===== config.mk =====
export PLATFORM = sky130hd
export DESIGN_NAME = prio_irq_ctrl
export DESIGN_NICKNAME = d
export VERILOG_FILES = /design/src/rtl/prio_irq_pkg.sv /design/src/rtl/irqc_edge.sv /design/src/rtl/irqc_prio_enc.sv /design/src/rtl/irqc_level_sel.sv /design/src/rtl/prio_irq_ctrl.sv
export SDC_FILE = /design/constraint.sdc
export NUM_CORES = 1
export LEC_CHECK = 0
export ABC_CLOCK_PERIOD_IN_PS = 4200
export BUFFER_PORTS_ARGS = -buffer_cell sky130_fd_sc_hd__buf_2
export CORE_ASPECT_RATIO = 1.75
export CORE_MARGIN = 4
export CORE_UTILIZATION = 40
export DETAILED_ROUTE_END_ITERATION = 16
export GPL_TIMING_DRIVEN = 0
export PLACE_DENSITY = 0.57
export SLEW_MARGIN = 10
export SYNTH_ARGS = -nofsm -noshare
export SYNTH_HDL_FRONTEND = slang
export SYNTH_SLANG_ARGS = --single-unit
export TNS_END_PERCENT = 100

===== constraint.sdc =====
create_clock -name clk -period 4.2 [get_ports clk]
set_clock_uncertainty 0.2 [all_clocks]
set_input_delay 0.84 -clock clk [delete_from_list [all_inputs] [get_ports clk]]
set_output_delay 0.84 -clock clk [all_outputs]
set_load 0.02 [all_outputs]

===== src/rtl/prio_irq_pkg.sv =====
package prio_irq_pkg;
  localparam logic [7:0] OFS_CLASS   = 8'h00;
  localparam logic [7:0] OFS_PEND    = 8'h04;
  localparam logic [7:0] OFS_FALIAS  = 8'h08;
  localparam logic [7:0] OFS_PCLR    = 8'h0C;
  localparam logic [7:0] OFS_MPSTAT  = 8'h10;
  localparam logic [7:0] OFS_FANOUT  = 8'h14;
  // bits 7:6 of the offset select the per-processor bank
  localparam logic [1:0] BANK_GLOBAL = 2'd0;
  localparam logic [1:0] BANK_ENABLE = 2'd1;
  localparam logic [1:0] BANK_FORCE  = 2'd2;
  localparam logic [1:0] BANK_EXT    = 2'd3;
  localparam logic [3:0] FULL_WORD   = 4'hF;
endpackage


===== src/rtl/irqc_edge.sv =====
module irqc_edge #(
  parameter int W = 16
) (
  input  logic         clk,
  input  logic         rst_n,
  input  logic [W-1:0] lvl_in,
  output logic [W-1:0] rise
);
  logic [W-1:0] lvl_q;

  always_ff @(posedge clk) begin
    if (!rst_n) lvl_q <= '0;
    else        lvl_q <= lvl_in;
  end

  assign rise = lvl_in & ~lvl_q;
endmodule


===== src/rtl/irqc_prio_enc.sv =====
module irqc_prio_enc #(
  parameter int W  = 16,
  parameter int IW = $clog2(W)
) (
  input  logic [W-1:0]  vec,
  output logic [IW-1:0] idx
);
  // highest set bit wins; bit 0 is never a line, so 0 means none
  always_comb begin
    idx = '0;
    for (int i = 1; i < W; i++) begin
      if (vec[i]) idx = IW'(i);
    end
  end
endmodule


===== src/rtl/irqc_level_sel.sv =====
module irqc_level_sel #(
  parameter int W  = 16,
  parameter int IW = $clog2(W)
) (
  input  logic          clk,
  input  logic          rst_n,
  input  logic [W-1:0]  req,
  input  logic [W-1:0]  urgent,
  output logic [IW-1:0] irl
);
  logic [W-1:0]  hi_set, lo_set;
  logic [IW-1:0] hi_idx, lo_idx;

  assign hi_set = req & urgent;
  assign lo_set = req & ~urgent;

  irqc_prio_enc #(.W(W), .IW(IW)) u_hi (.vec(hi_set), .idx(hi_idx));
  irqc_prio_enc #(.W(W), .IW(IW)) u_lo (.vec(lo_set), .idx(lo_idx));

  assign irl = (|hi_set) ? hi_idx : lo_idx;


  high_first_chk: assert property (@(posedge clk) disable iff (!rst_n)
    ((req & urgent) != '0) |-> (urgent[irl] && req[irl]));
endmodule


===== src/rtl/prio_irq_ctrl.sv =====
module prio_irq_ctrl
  import prio_irq_pkg::*;
#(
  parameter int NUM_CPU = 16,
  parameter int LINES   = 16,
  parameter int EXT_W   = 4
) (
  input  logic                     clk,
  input  logic                     rst_n,
  input  logic [LINES-1:0]         irq_in,
  input  logic                     bus_valid,
  input  logic                     bus_write,
  input  logic [7:0]               bus_addr,
  input  logic [3:0]               bus_be,
  input  logic [31:0]              bus_wdata,
  output logic [31:0]              bus_rdata,
  input  logic                     ack_valid,
  input  logic [$clog2(LINES)-1:0] ack_num,
  output logic [$clog2(LINES)-1:0] irl
);
  localparam int IW    = $clog2(LINES);
  localparam int CPU_W = (NUM_CPU > 1) ? $clog2(NUM_CPU) : 1;
  localparam logic [LINES-1:0] LMASK = {{(LINES-1){1'b1}}, 1'b0};

  logic [LINES-1:0] class_q, pend_q, fanout_q;
  logic [LINES-1:0] enable_q [NUM_CPU];
  logic [LINES-1:0] force_q  [NUM_CPU];
  logic [LINES-1:0] force_d  [NUM_CPU];
  logic [EXT_W-1:0] ext_q    [NUM_CPU];

  // ---------------- access decode ----------------
  logic       acc_ok, wr;
  logic [1:0] bank;
  logic [3:0] slot;
  logic       slot_ok;
  logic [CPU_W-1:0] sidx;

  assign acc_ok  = bus_valid && (bus_be == FULL_WORD);
  assign wr      = acc_ok && bus_write;
  assign bank    = bus_addr[7:6];
  assign slot    = bus_addr[5:2];
  assign slot_ok = (32'(slot) < NUM_CPU) && (bus_addr[1:0] == 2'b00);
  assign sidx    = CPU_W'(slot);

  logic wr_class, wr_alias, wr_pclr, wr_fanout, wr_en_bank, wr_f_bank, wr_x_bank;
  assign wr_class   = wr && bus_addr == OFS_CLASS;
  assign wr_alias   = wr && bus_addr == OFS_FALIAS;
  assign wr_pclr    = wr && bus_addr == OFS_PCLR;
  assign wr_fanout  = wr && bus_addr == OFS_FANOUT;
  assign wr_en_bank = wr && bank == BANK_ENABLE && slot_ok;
  assign wr_f_bank  = wr && bank == BANK_FORCE  && slot_ok;
  assign wr_x_bank  = wr && bank == BANK_EXT    && slot_ok;

  logic [LINES-1:0] set_bits, kill_bits, pclr_bits, ack_bits;
  assign set_bits  = bus_wdata[LINES-1:0] & LMASK;
  assign kill_bits = bus_wdata[16 +: LINES] & LMASK;
  assign pclr_bits = wr_pclr ? set_bits : '0;
  assign ack_bits  = ack_valid ? ((LINES'(1) << ack_num) & LMASK) : '0;

  // ---------------- event capture ----------------
  logic [LINES-1:0] rise_raw, rise, ev_pend, ev_fan;

  irqc_edge #(.W(LINES)) u_edge (
    .clk(clk), .rst_n(rst_n), .lvl_in(irq_in), .rise(rise_raw)
  );

  assign rise    = rise_raw & LMASK;
  assign ev_pend = rise & ~fanout_q;
  assign ev_fan  = rise & fanout_q;

  // ---------------- global words ----------------
  always_ff @(posedge clk) begin
    if (!rst_n) begin
      class_q  <= '0;
      pend_q   <= '0;
      fanout_q <= '0;
    end else begin
      if (wr_class)  class_q  <= set_bits;
      if (wr_fanout) fanout_q <= set_bits;
      // new events are OR-ed last so they beat clears and acknowledges
      pend_q <= (pend_q & ~pclr_bits & ~ack_bits) | ev_pend;
    end
  end

  // ---------------- per-processor words ----------------
  for (genvar c = 0; c < NUM_CPU; c++) begin : g_cpu
    logic hit;
    assign hit = (32'(sidx) == c);

    always_comb begin
      force_d[c] = force_q[c];
      if (wr_f_bank && hit) force_d[c] = (force_d[c] | set_bits) & ~kill_bits;
      if (c == 0) begin
        if (wr_alias) force_d[c] = set_bits;
        force_d[c] = force_d[c] & ~ack_bits;
      end
      force_d[c] = force_d[c] | ev_fan;
    end

    always_ff @(posedge clk) begin
      if (!rst_n) begin
        enable_q[c] <= '0;
        force_q[c]  <= '0;
        ext_q[c]    <= '0;
      end else begin
        force_q[c] <= force_d[c];
        if (wr_en_bank && hit) enable_q[c] <= set_bits;
        if (wr_x_bank && hit)  ext_q[c]    <= bus_wdata[EXT_W-1:0];
      end
    end
  end

  // ---------------- read mux ----------------
  always_comb begin
    bus_rdata = '0;
    if (acc_ok && !bus_write) begin
      if (bank == BANK_GLOBAL) begin
        case (bus_addr)
          OFS_CLASS:  bus_rdata = 32'(class_q);
          OFS_PEND:   bus_rdata = 32'(pend_q);
          OFS_FALIAS: bus_rdata = 32'(force_q[0]);
          OFS_FANOUT: bus_rdata = 32'(fanout_q);
          default:    bus_rdata = '0;
        endcase
      end else if (slot_ok) begin
        case (bank)
          BANK_ENABLE: bus_rdata = 32'(enable_q[sidx]);
          BANK_FORCE:  bus_rdata = 32'(force_q[sidx]);
          default:     bus_rdata = 32'(ext_q[sidx]);
        endcase
      end
    end
  end

  // ---------------- request output ----------------
  logic [LINES-1:0] req0;
  assign req0 = (pend_q | force_q[0]) & enable_q[0];

  irqc_level_sel #(.W(LINES), .IW(IW)) u_sel (
    .clk(clk), .rst_n(rst_n), .req(req0), .urgent(class_q), .irl(irl)
  );

  // ---------------- assertions ----------------

  pend_capture_chk: assert property (@(posedge clk) disable iff (!rst_n)
    (ev_pend != '0) |=> ((pend_q & $past(ev_pend)) == $past(ev_pend)));


  ack_clear_chk: assert property (@(posedge clk) disable iff (!rst_n)
    (ack_valid && ack_num != '0 && !rise[ack_num])
      |=> (!pend_q[$past(ack_num)] && !force_q[0][$past(ack_num)]));


  irl_source_chk: assert property (@(posedge clk) disable iff (!rst_n)
    (irl != '0) |-> (enable_q[0][irl] && (pend_q[irl] || force_q[0][irl])));


  no_line_zero_chk: assert property (@(posedge clk) disable iff (!rst_n)
    !pend_q[0] && !force_q[0][0] && !class_q[0]);


  partial_write_chk: assert property (@(posedge clk) disable iff (!rst_n)
    (bus_valid && bus_write && bus_be != FULL_WORD)
      |=> ($stable(class_q) && $stable(fanout_q) && $stable(enable_q[0])));
endmodule


* Yosys cells after proc, flatten, opt, wreduce, memory -nomap -nowiden
Memories as Yosys holds them, arrays and structs flattened. Index checks and enable logic that the tools add are counted. W data, S select, Z words.
Storage, ports and cells: register bits after elaboration 62, RAM bits 560, output and inout port bits 36, word-level logic and storage cells 412, memories kept 3
Memories:
- force_q | words 16, bits a word 16, read ports 17, clocked after Yosys merged registers in 0, wr ports 16, line prio_irq_ctrl.sv:27 | logic [LINES-1:0] force_q [NUM_CPU];
- enable_q | words 16, bits a word 15, read ports 2, clocked after Yosys merged registers in 0, wr ports 16, line prio_irq_ctrl.sv:26 | logic [LINES-1:0] enable_q [NUM_CPU];
- ext_q | words 16, bits a word 4, read ports 1, clocked after Yosys merged registers in 0, wr ports 16, line prio_irq_ctrl.sv:29 | logic [EXT_W-1:0] ext_q [NUM_CPU];
Operators by class: equality and inequality tests 23, shift operators 1, mux-type cells 201, bitwise operators 113, reduce and logical (&&, ||, !) cells 67
Operators by type and width (number):
- $mux W16 | 36
- $or A16 B16 Y16 | 34
- $and A16 B16 Y16 | 25
- $mux W15 | 16
- $mux W4 | 45
- $mux W1 | 100
- $not A16 Y16 | 6
- $mux W32 | 2
- $pmux W16 S4 | 1
- $logic_and A1 B1 Y1 | 61
- $or A1 B1 Y1 | 48
- $eq A4 B4 Y1 const B | 9
- $pmux W16 S2 | 1
- $eq A4 B3 Y1 const B | 4
- $eq A8 B4 Y1 const B | 2
- $reduce_or A16 Y1 | 1
- $shl A1 B4 Y16 const A | 1
- $eq A4 B2 Y1 const B | 2
- $eq A8 B3 Y1 const B | 1
- $eq A8 B5 Y1 const B | 1
- $logic_not A8 Y1 | 1
- $eq A2 B2 Y1 const B | 2
- $eq A4 B1 Y1 const B | 1
- $logic_not A2 Y1 | 2
- 3 further kinds | 3

* Depth between registers and ports, before layout
Gate-level depths: netlist of run 1. An unclocked memory read counts as a cell.
word-level depth 20, gate-level depth with buffers 9, gate-level depth less buffers 8

* Modules after synthesis
Synthesis of run 1 repeated with hierarchy kept, for this count alone.
Second synthesis, totals: cell total of the unflattened synthesis 2744, area, all modules 29704.7 um^2
By module, submodules not included:
- prio_irq_ctrl | times used 1, cells an instance 2604, area an instance 28586.2 um^2
- irqc_edge | times used 1, cells an instance 49, area an instance 531.8 um^2
- irqc_level_sel | times used 1, cells an instance 41, area an instance 304.0 um^2
- irqc_prio_enc | times used 2, cells an instance 25, area an instance 141.4 um^2

* Worst setup path before layout of run 1
Ideal clock, no wire load.
path type input -> output, start input port bus_addr[2], end output port bus_rdata[2], arrival time 2.526 ns, data required time 3.160 ns, setup slack 0.634 ns, stages 8, buffers on the path 3, cell sequence buf_4 -> buf_4 -> buf_4 -> mux4_2 -> a32oi_1 -> nand4_1 -> nand2_1 -> o21ai_0
On the way: longest elaborated chain between the ends 5, elaborated cells on any way between the ends 12, classes of those cells 3 x eq/ne; 5 x mux; 1 x reduce/logical; 3 x memory
Ends and longest elaborated chain:
- from (decl) | line prio_irq_ctrl.sv:13 | input logic [7:0] bus_addr,
- $mem_v2 Z16 W4, or another cell as far along
- $pmux W16 S2 | line prio_irq_ctrl.sv:126 | case (bank)
- $mux W16 | line prio_irq_ctrl.sv:125 | end else if (slot_ok) begin
- $mux W32 * | line prio_irq_ctrl.sv:117 | if (bank == BANK_GLOBAL) begin
- $mux W32 * | line prio_irq_ctrl.sv:116 | if (acc_ok && !bus_write) begin
- to (decl) | line prio_irq_ctrl.sv:16 | output logic [31:0] bus_rdata,
Every way passes the cells marked *; elsewhere a longest branch is shown, timed or not.

* Worst setup path after layout of run 1
start input port bus_addr[3], end output port bus_rdata[4]
On the way: longest elaborated chain between the ends 5, elaborated cells on any way between the ends 11, classes of those cells 3 x eq/ne; 5 x mux; 1 x reduce/logical; 2 x memory
Ends and longest elaborated chain (line):
- $mem_v2 Z16 W16 / $mem_v2 Z16 W15 (equally long branches)
- $pmux W16 S2 | prio_irq_ctrl.sv:126
- $mux W16 | prio_irq_ctrl.sv:125
- $mux W32 * | prio_irq_ctrl.sv:117
- $mux W32 * | prio_irq_ctrl.sv:116
Marks and branches as above.

==> results by group, run 1 <==
Synthesis
  • FFs w/ async S/R, synth: 0%
  • Number of synthesized flops with an enable pin: 304
  • Area leader, netlist: edfxtp_1
  • Netlist cell types: 55
  • Cell Area, Synth: 0.0294 mm²
  • Synth area leaders: edfxtp_1, dfxtp_1, mux4_2, a21oi_1, o21a_1
  • #FFs+latches synth: 604
  • Synth Flop Type: edfxtp_1
  • Top-count cell post-synth: a21oi_1
  • Synth top area share: 31.0%
  • Synth Area per Inst: 10.8 µm²
  • Post-Synthesis Cells: 2,715
  • Syn. warnings: 0
  • Top post-synthesis cells by count: a21oi_1, edfxtp_1, dfxtp_1
  • Seq/Total Area, Yosys: 51.5%

Floorplan
  • Core ar.: 0.0729 mm²
  • IO Pins: 105
  • Die width: 213 µm
  • # rows: 131
  • Initial Utilization: 40.3%
  • Die area: 0.0781 mm²
  • Die height: 367 µm

STA
  • Worst hold slack: 252 ps
  • Final worst path period need: 4280 ps
  • Period utilisation layout: 102%
  • Worst rel slew slack: 24.3%
  • Worst-Margin Slew: 1140 ps
  • Setup violations, final: 2
  • Slew Limit Fails: 0
  • Final WS setup: -79.4 ps
  • RSZ-0062 raised after global routing: yes
  • Count of final hold-check violations: 0
  • Achievable Freq: 0.234 GHz

Place
  • GPL Wtd Cong: 1.04
  • Placed inst area: 0.0312 mm²
  • DP HPWL: 94,500 µm
  • Buffers on Ports: 53
  • Dpl ws: -835 ps
  • Dpl cells: 3,730

Cells and area
  • Synthesis-to-finish area growth: 13.3%
  • Fin area: 0.0333 mm²
  • Final Non-Filler Cells: 3,834
  • Share of layout cells above drive strength 1: 15.7%
  • Nets: 2,928

Global routing
  • Global-route wire length before repair: 166,000 µm
  • Congestion Overflow GR: 0
  • Largest net degree at the start of global routing: 16
  • Initial antenna violation count: 6
  • Gr usage total: 29.5%
  • Vias in the first global route: 24.4k

Clocking
  • Post_cts resized: 52
  • Setup Fix Bufs, Post-CTS: 0
  • CTS tree: yes
  • Hold_buf cts: 0
  • CTS sink cnt: 604
  • CTS buffer count: 56
  • Clk slew on worst S/H paths: 60 ps
  • CTS H-tree depth: 2
  • Root Buffer: clkbuf_16
  • Clk buf depth: 3
  • Clk_lat worst skew: 630 ps

Routing
  • Routed vias: 23.8k
  • Total routed wirelength: 119,000 µm
  • DRC errors left: 0
  • DRT iter0 DRCs: 2,293
  • Drt pass-1 iters: 8
  • Vias per Instance: 6.20
  • Post-DRT Antenna Nets: 0
  • Avg WL per Cell: 30.9 µm

Power and ir drop
  • Power Density: 387 mW/mm²
  • Final Total Pwr: 12,900 µW
  • VDD IR-drop max: 0.303 mV
  • LEAKAGE: 0.0116 µW

Setup path
  • Setup crit start kind: input port
  • Critical Path End Type: output pin
  • Most frequent CP cell: buf_6
  • CP Data Required Time: 3160 ps
  • Slowest stage cell, crit path: mux4_2
  • Critical path peak fanout: 10
  • Critical path class: input port to output pin
  • CP max stage delay: 350 ps
  • Worst Path Arrival: 3240 ps
  • Crit-path cells: buf_2 > buf_6 > buf_6 > buf_6 > mux4_2 > a22oi_1 > a31oi_1 > o21a_1 > buf_2

Outcome
  • Outcome: finished, violations left
  • Failing checks: setup timing

Run
  • Max-cap violations: 0

Hold path
  • HP Class: input port to flop
-- cells by family after synthesis --
group | synth area share, %
buffers and inverters | 4.89
adders and majority gates | 0.170
and+or+nand+nor | 11.0
DFF | 51.5
AOI/OAI and AO/OA | 21.6
muxes | 10.9
other | 0.0128
-- where the power goes --
group / internal, µW / switching, µW
clock network: 3040 / 2370
logic: 347 / 717
registers: 6340 / 68.5
total: 9730 / 3150
-- final cells by class --
class / count / area [µm²]
inverter: 4 / 15.0
tap: 931 / 1160
timing repair buffer: 69 / 505
clock inverter: 20 / 267
multi-input combinational: 1805 / 13000
antenna: 4 / 10.0
sequential: 604 / 15100
fill: 6869 / 39600
clock buffer: 82 / 1620
buffer: 315 / 1560
-- sequential cells by signal (all words and copies together), names as in the netlist --
signal and count:
enable_q 240, force_q 240, ext_q 64, class_q 15
fanout_q 15, pend_q 15, u_edge.lvl_q 15
-- worst max-delay path, delay by kind of cell --
kind / cells / cell delay [ps]
buffers and inverters: 5 / 1200
AO/OA/AOI/OAI: 3 / 810
multiplexers: 1 / 350
-- through the flow --
stage / util (%) / setup TNS (ps)
global route: 45.6 / -30.3
detailed placement: 42.8 / -10620
CTS: 45.5 / -31.6
floorplan: - / 0
finish: 45.7 / -104
global placement: 42.3 / -200540
-- layout by cell type (no fill, tap or decap), drive strengths merged, types with 18 or more instances in the layout --
cell type,netlist,layout
nand2,99,99
mux4,136,136
buf,122,192
and2,262,262
edfxtp,304,304
a22oi,51,51
o21a,267,267
a21oi,514,514
dfxtp,300,300
clkbuf,195,274
o21ai,76,76
o211ai,18,18
a22o,26,26
a21boi,31,31
nand3,24,24
nor2,134,134
-- routing by layer --
metal	part of all wire, %	vias up	GRT usage (%)
met4	11	0	24.5
met1	31	11700	29.0
met2	52	1272	53.8
li1	-	10300	-
met3	6.2	529	4.03
met5	0	-	0
-- final timing paths --
kind / startpoint / to / slack [ps] / cells after the start
worst min-delay path: irq_in[3] / u_edge.lvl_q[3] / 250 / 2
worst min register to register: class_q[6] / class_q[6] / 290 / 2
worst max-delay path: bus_addr[3] / bus_rdata[4] / -80 / 9
worst max register to register: fanout_q[3] / force_q[13][3] / 2250 / 4
Note: power is estimated with default switching activity, not from simulation.
==> inputs of run 2 (changes only) <==
- PLACE_DENSITY: 0.57 -> not set
==> results by group, run 2 (synthesis gave the netlist of run 1 again) <==
Clocking
  • CTS buffer count: 56 (unchanged)
  • Clk buf depth: 3 (unchanged)
  • CTS sink cnt: 604 (unchanged)
  • Clk slew on worst S/H paths: 60 ps (about the same)
  • CTS H-tree depth: 2 (unchanged)
  • CTS tree: yes
  • Root Buffer: clkbuf_16
  • Clk_lat worst skew: 620 ps (about the same)

Routing
  • DRT iter0 DRCs: 2,817 (+23%)
  • Avg WL per Cell: 31.5 µm (+1.8%)
  • Post-DRT Antenna Nets: 0 (unchanged)
  • Drt pass-1 iters: 6 (-2)
  • Vias per Instance: 6.28 (+1.4%)
  • Total routed wirelength: 121,000 µm (+1.8%)
  • Routed vias: 24.1k (+1.3%)
  • DRC errors left: 0 (unchanged)

Place
  • Placed inst area: 0.0312 mm² (about the same)
  • GPL Wtd Cong: 0.989 (-5.2%)
  • Buffers on Ports: 53 (unchanged)
  • Dpl cells: 3,729 (-0.027%)
  • DP HPWL: 92,600 µm (-2.1%)

Global routing
  • Gr usage total: 30.2% (+0.66 points)
  • Largest net degree at the start of global routing: 16 (unchanged)
  • Initial antenna violation count: 5 (-1)
  • Congestion Overflow GR: 0 (unchanged)
  • Global-route wire length before repair: 171,000 µm (+2.6%)
  • Vias in the first global route: 24.1k (-1.2%)

Cells and area
  • Share of layout cells above drive strength 1: 16.1% (+0.42 points)
  • Commonest non-fill, non-tap cell in the layout: a21oi_1
  • Final Non-Filler Cells: 3,833 (-0.026%)
  • Fin area: 0.0334 mm² (+0.26%)
  • Synthesis-to-finish area growth: 13.6%
  • Registers with the most flip-flops: enable_q x240, force_q x240, ext_q x64
  • Most frequent cells in the layout: a21oi_1, edfxtp_1, dfxtp_1, o21a_1, and2_1
  • Fillcell total: 6,796 (-1.1%)
  • Nets: 2,926 (-0.068%)
  • Fin util: 45.8% (+0.12 points)

Floorplan
  • Die width: 213 µm (unchanged)
  • IO Pins: 105 (unchanged)
  • Die area: 0.0781 mm² (unchanged)
  • Initial Utilization: 40.3% (unchanged)
  • # rows: 131 (unchanged)
  • Core ar.: 0.0729 mm² (unchanged)
  • Die height: 367 µm (unchanged)

STA
  • Setup TNS: -136 ps (-31.6 ps)
  • Count of final hold-check violations: 0 (unchanged)
  • Worst-Margin Slew: 1130 ps (-9.00 ps)
  • Achievable Freq: 0.235 GHz (+0.45%)
  • Slew Limit Fails: 0 (unchanged)
  • Final WS setup: -60.2 ps (+19.2 ps)
  • Setup violations, final: 5 (+3)
  • Period utilisation layout: 101% (-0.46 points)
  • RSZ-0062 raised after global routing: yes
  • Final worst path period need: 4260 ps (-19.2 ps)
  • Worst rel slew slack: 24.9% (+0.60 points)

Power and ir drop
  • LEAKAGE: 0.0116 µW (-0.29%)
  • Power Density: 380 mW/mm² (-1.8%)
  • Final Total Pwr: 12,700 µW (-1.5%)
  • VDD IR-drop max: 0.329 mV (+8.5%)

Setup path
  • Worst Path Arrival: 3220 ps (-20 ps)
  • Critical path peak fanout: 10 (unchanged)
  • Critical path class: input port to output pin
  • Critical Path End Type: output pin
  • Setup crit start kind: input port
  • CP Data Required Time: 3160 ps (about the same)

Outcome
  • Failing checks: setup timing
  • Outcome: finished, violations left

Run
  • Max-cap violations: 0 (unchanged)

Hold path
  • HP Class: input port to flop
run 2: changes by cell type in the layout (fill, tap and decap cells not counted), sizes merged:
| cell | before | now |
|---|---|---|
| buf | 192 | 189 |
| bufinv | 6 | 2 |
| clkbuf | 274 | 277 |
| clkinv | 11 | 15 |
| clkinvlp | 2 | 0 |
| inv | 5 | 6 |
run 2: through the flow:
stage	worst slack [ps]	hold slack, ps
3_5_place_dp	-966	278
6_report	-60.2	250
2_1_floorplan	634	257
4_1_cts	-31.7	239
3_3_place_gp	-1000	272
5_1_grt	-36.3	254
run 2: worst paths after layout:
check	start	end	slack, ps	depth (start not counted)
worst max-delay path	bus_addr[2]	bus_rdata[3]	-60	8
worst min-delay path	irq_in[7]	u_edge.lvl_q[7]	250	2
worst max register to register	fanout_q[1]	force_q[13][1]	2000	4
worst min register to register	class_q[7]	class_q[7]	300	2
run 2: worst max-delay path, stage by stage:
cell	delay [ps]
buf_4	220
nor2b_1	140
and2_0	230
clkbuf_2	250
clkbuf_2	340
a221oi_2	690
o22ai_1	270
buf_2	220
run 2: what timing repair did:
action                                  4_1_cts  5_1_grt
hold buffers                                  0        0
endpoints found under the setup margin       15       15
setup buffers                                 0        2
pin swaps                                     1        3
resized for setup                            87       29
run 2: final cells by class:
class / instances / area (µm²) / share of cell area [%]
inverters: 4 / 15.0 / 0.0450
multi-input cells: 1805 / 13200 / 39.5
clock buffers: 84 / 1630 / 4.88
plain buffers: 312 / 1570 / 4.69
well taps: 931 / 1160 / 3.49
diodes: 4 / 10.0 / 0.0300
repair buffers: 70 / 514 / 1.54
clock inverters: 19 / 156 / 0.468
flip-flops and latches: 604 / 15100 / 45.3
run 2: report_power, final:
| part | switching, µW | total (µW) | internal (µW) |
|---|---|---|---|
| Clock | 2370 | 5170 | 2800 |
| Combinational | 749 | 1100 | 352 |
| Sequential | 77.1 | 6420 | 6340 |
run 2: routing by layer:
layer / GRT usage, % / vias to the layer above / wire (µm)
li1: - / 10300 / -
met1: 33.4 / 11900 / 40900
met2: 50.4 / 1437 / 58200
met3: 5.33 / 489 / 8730
met4: 24.3 / 2 / 12900
met5: 0 / - / 19
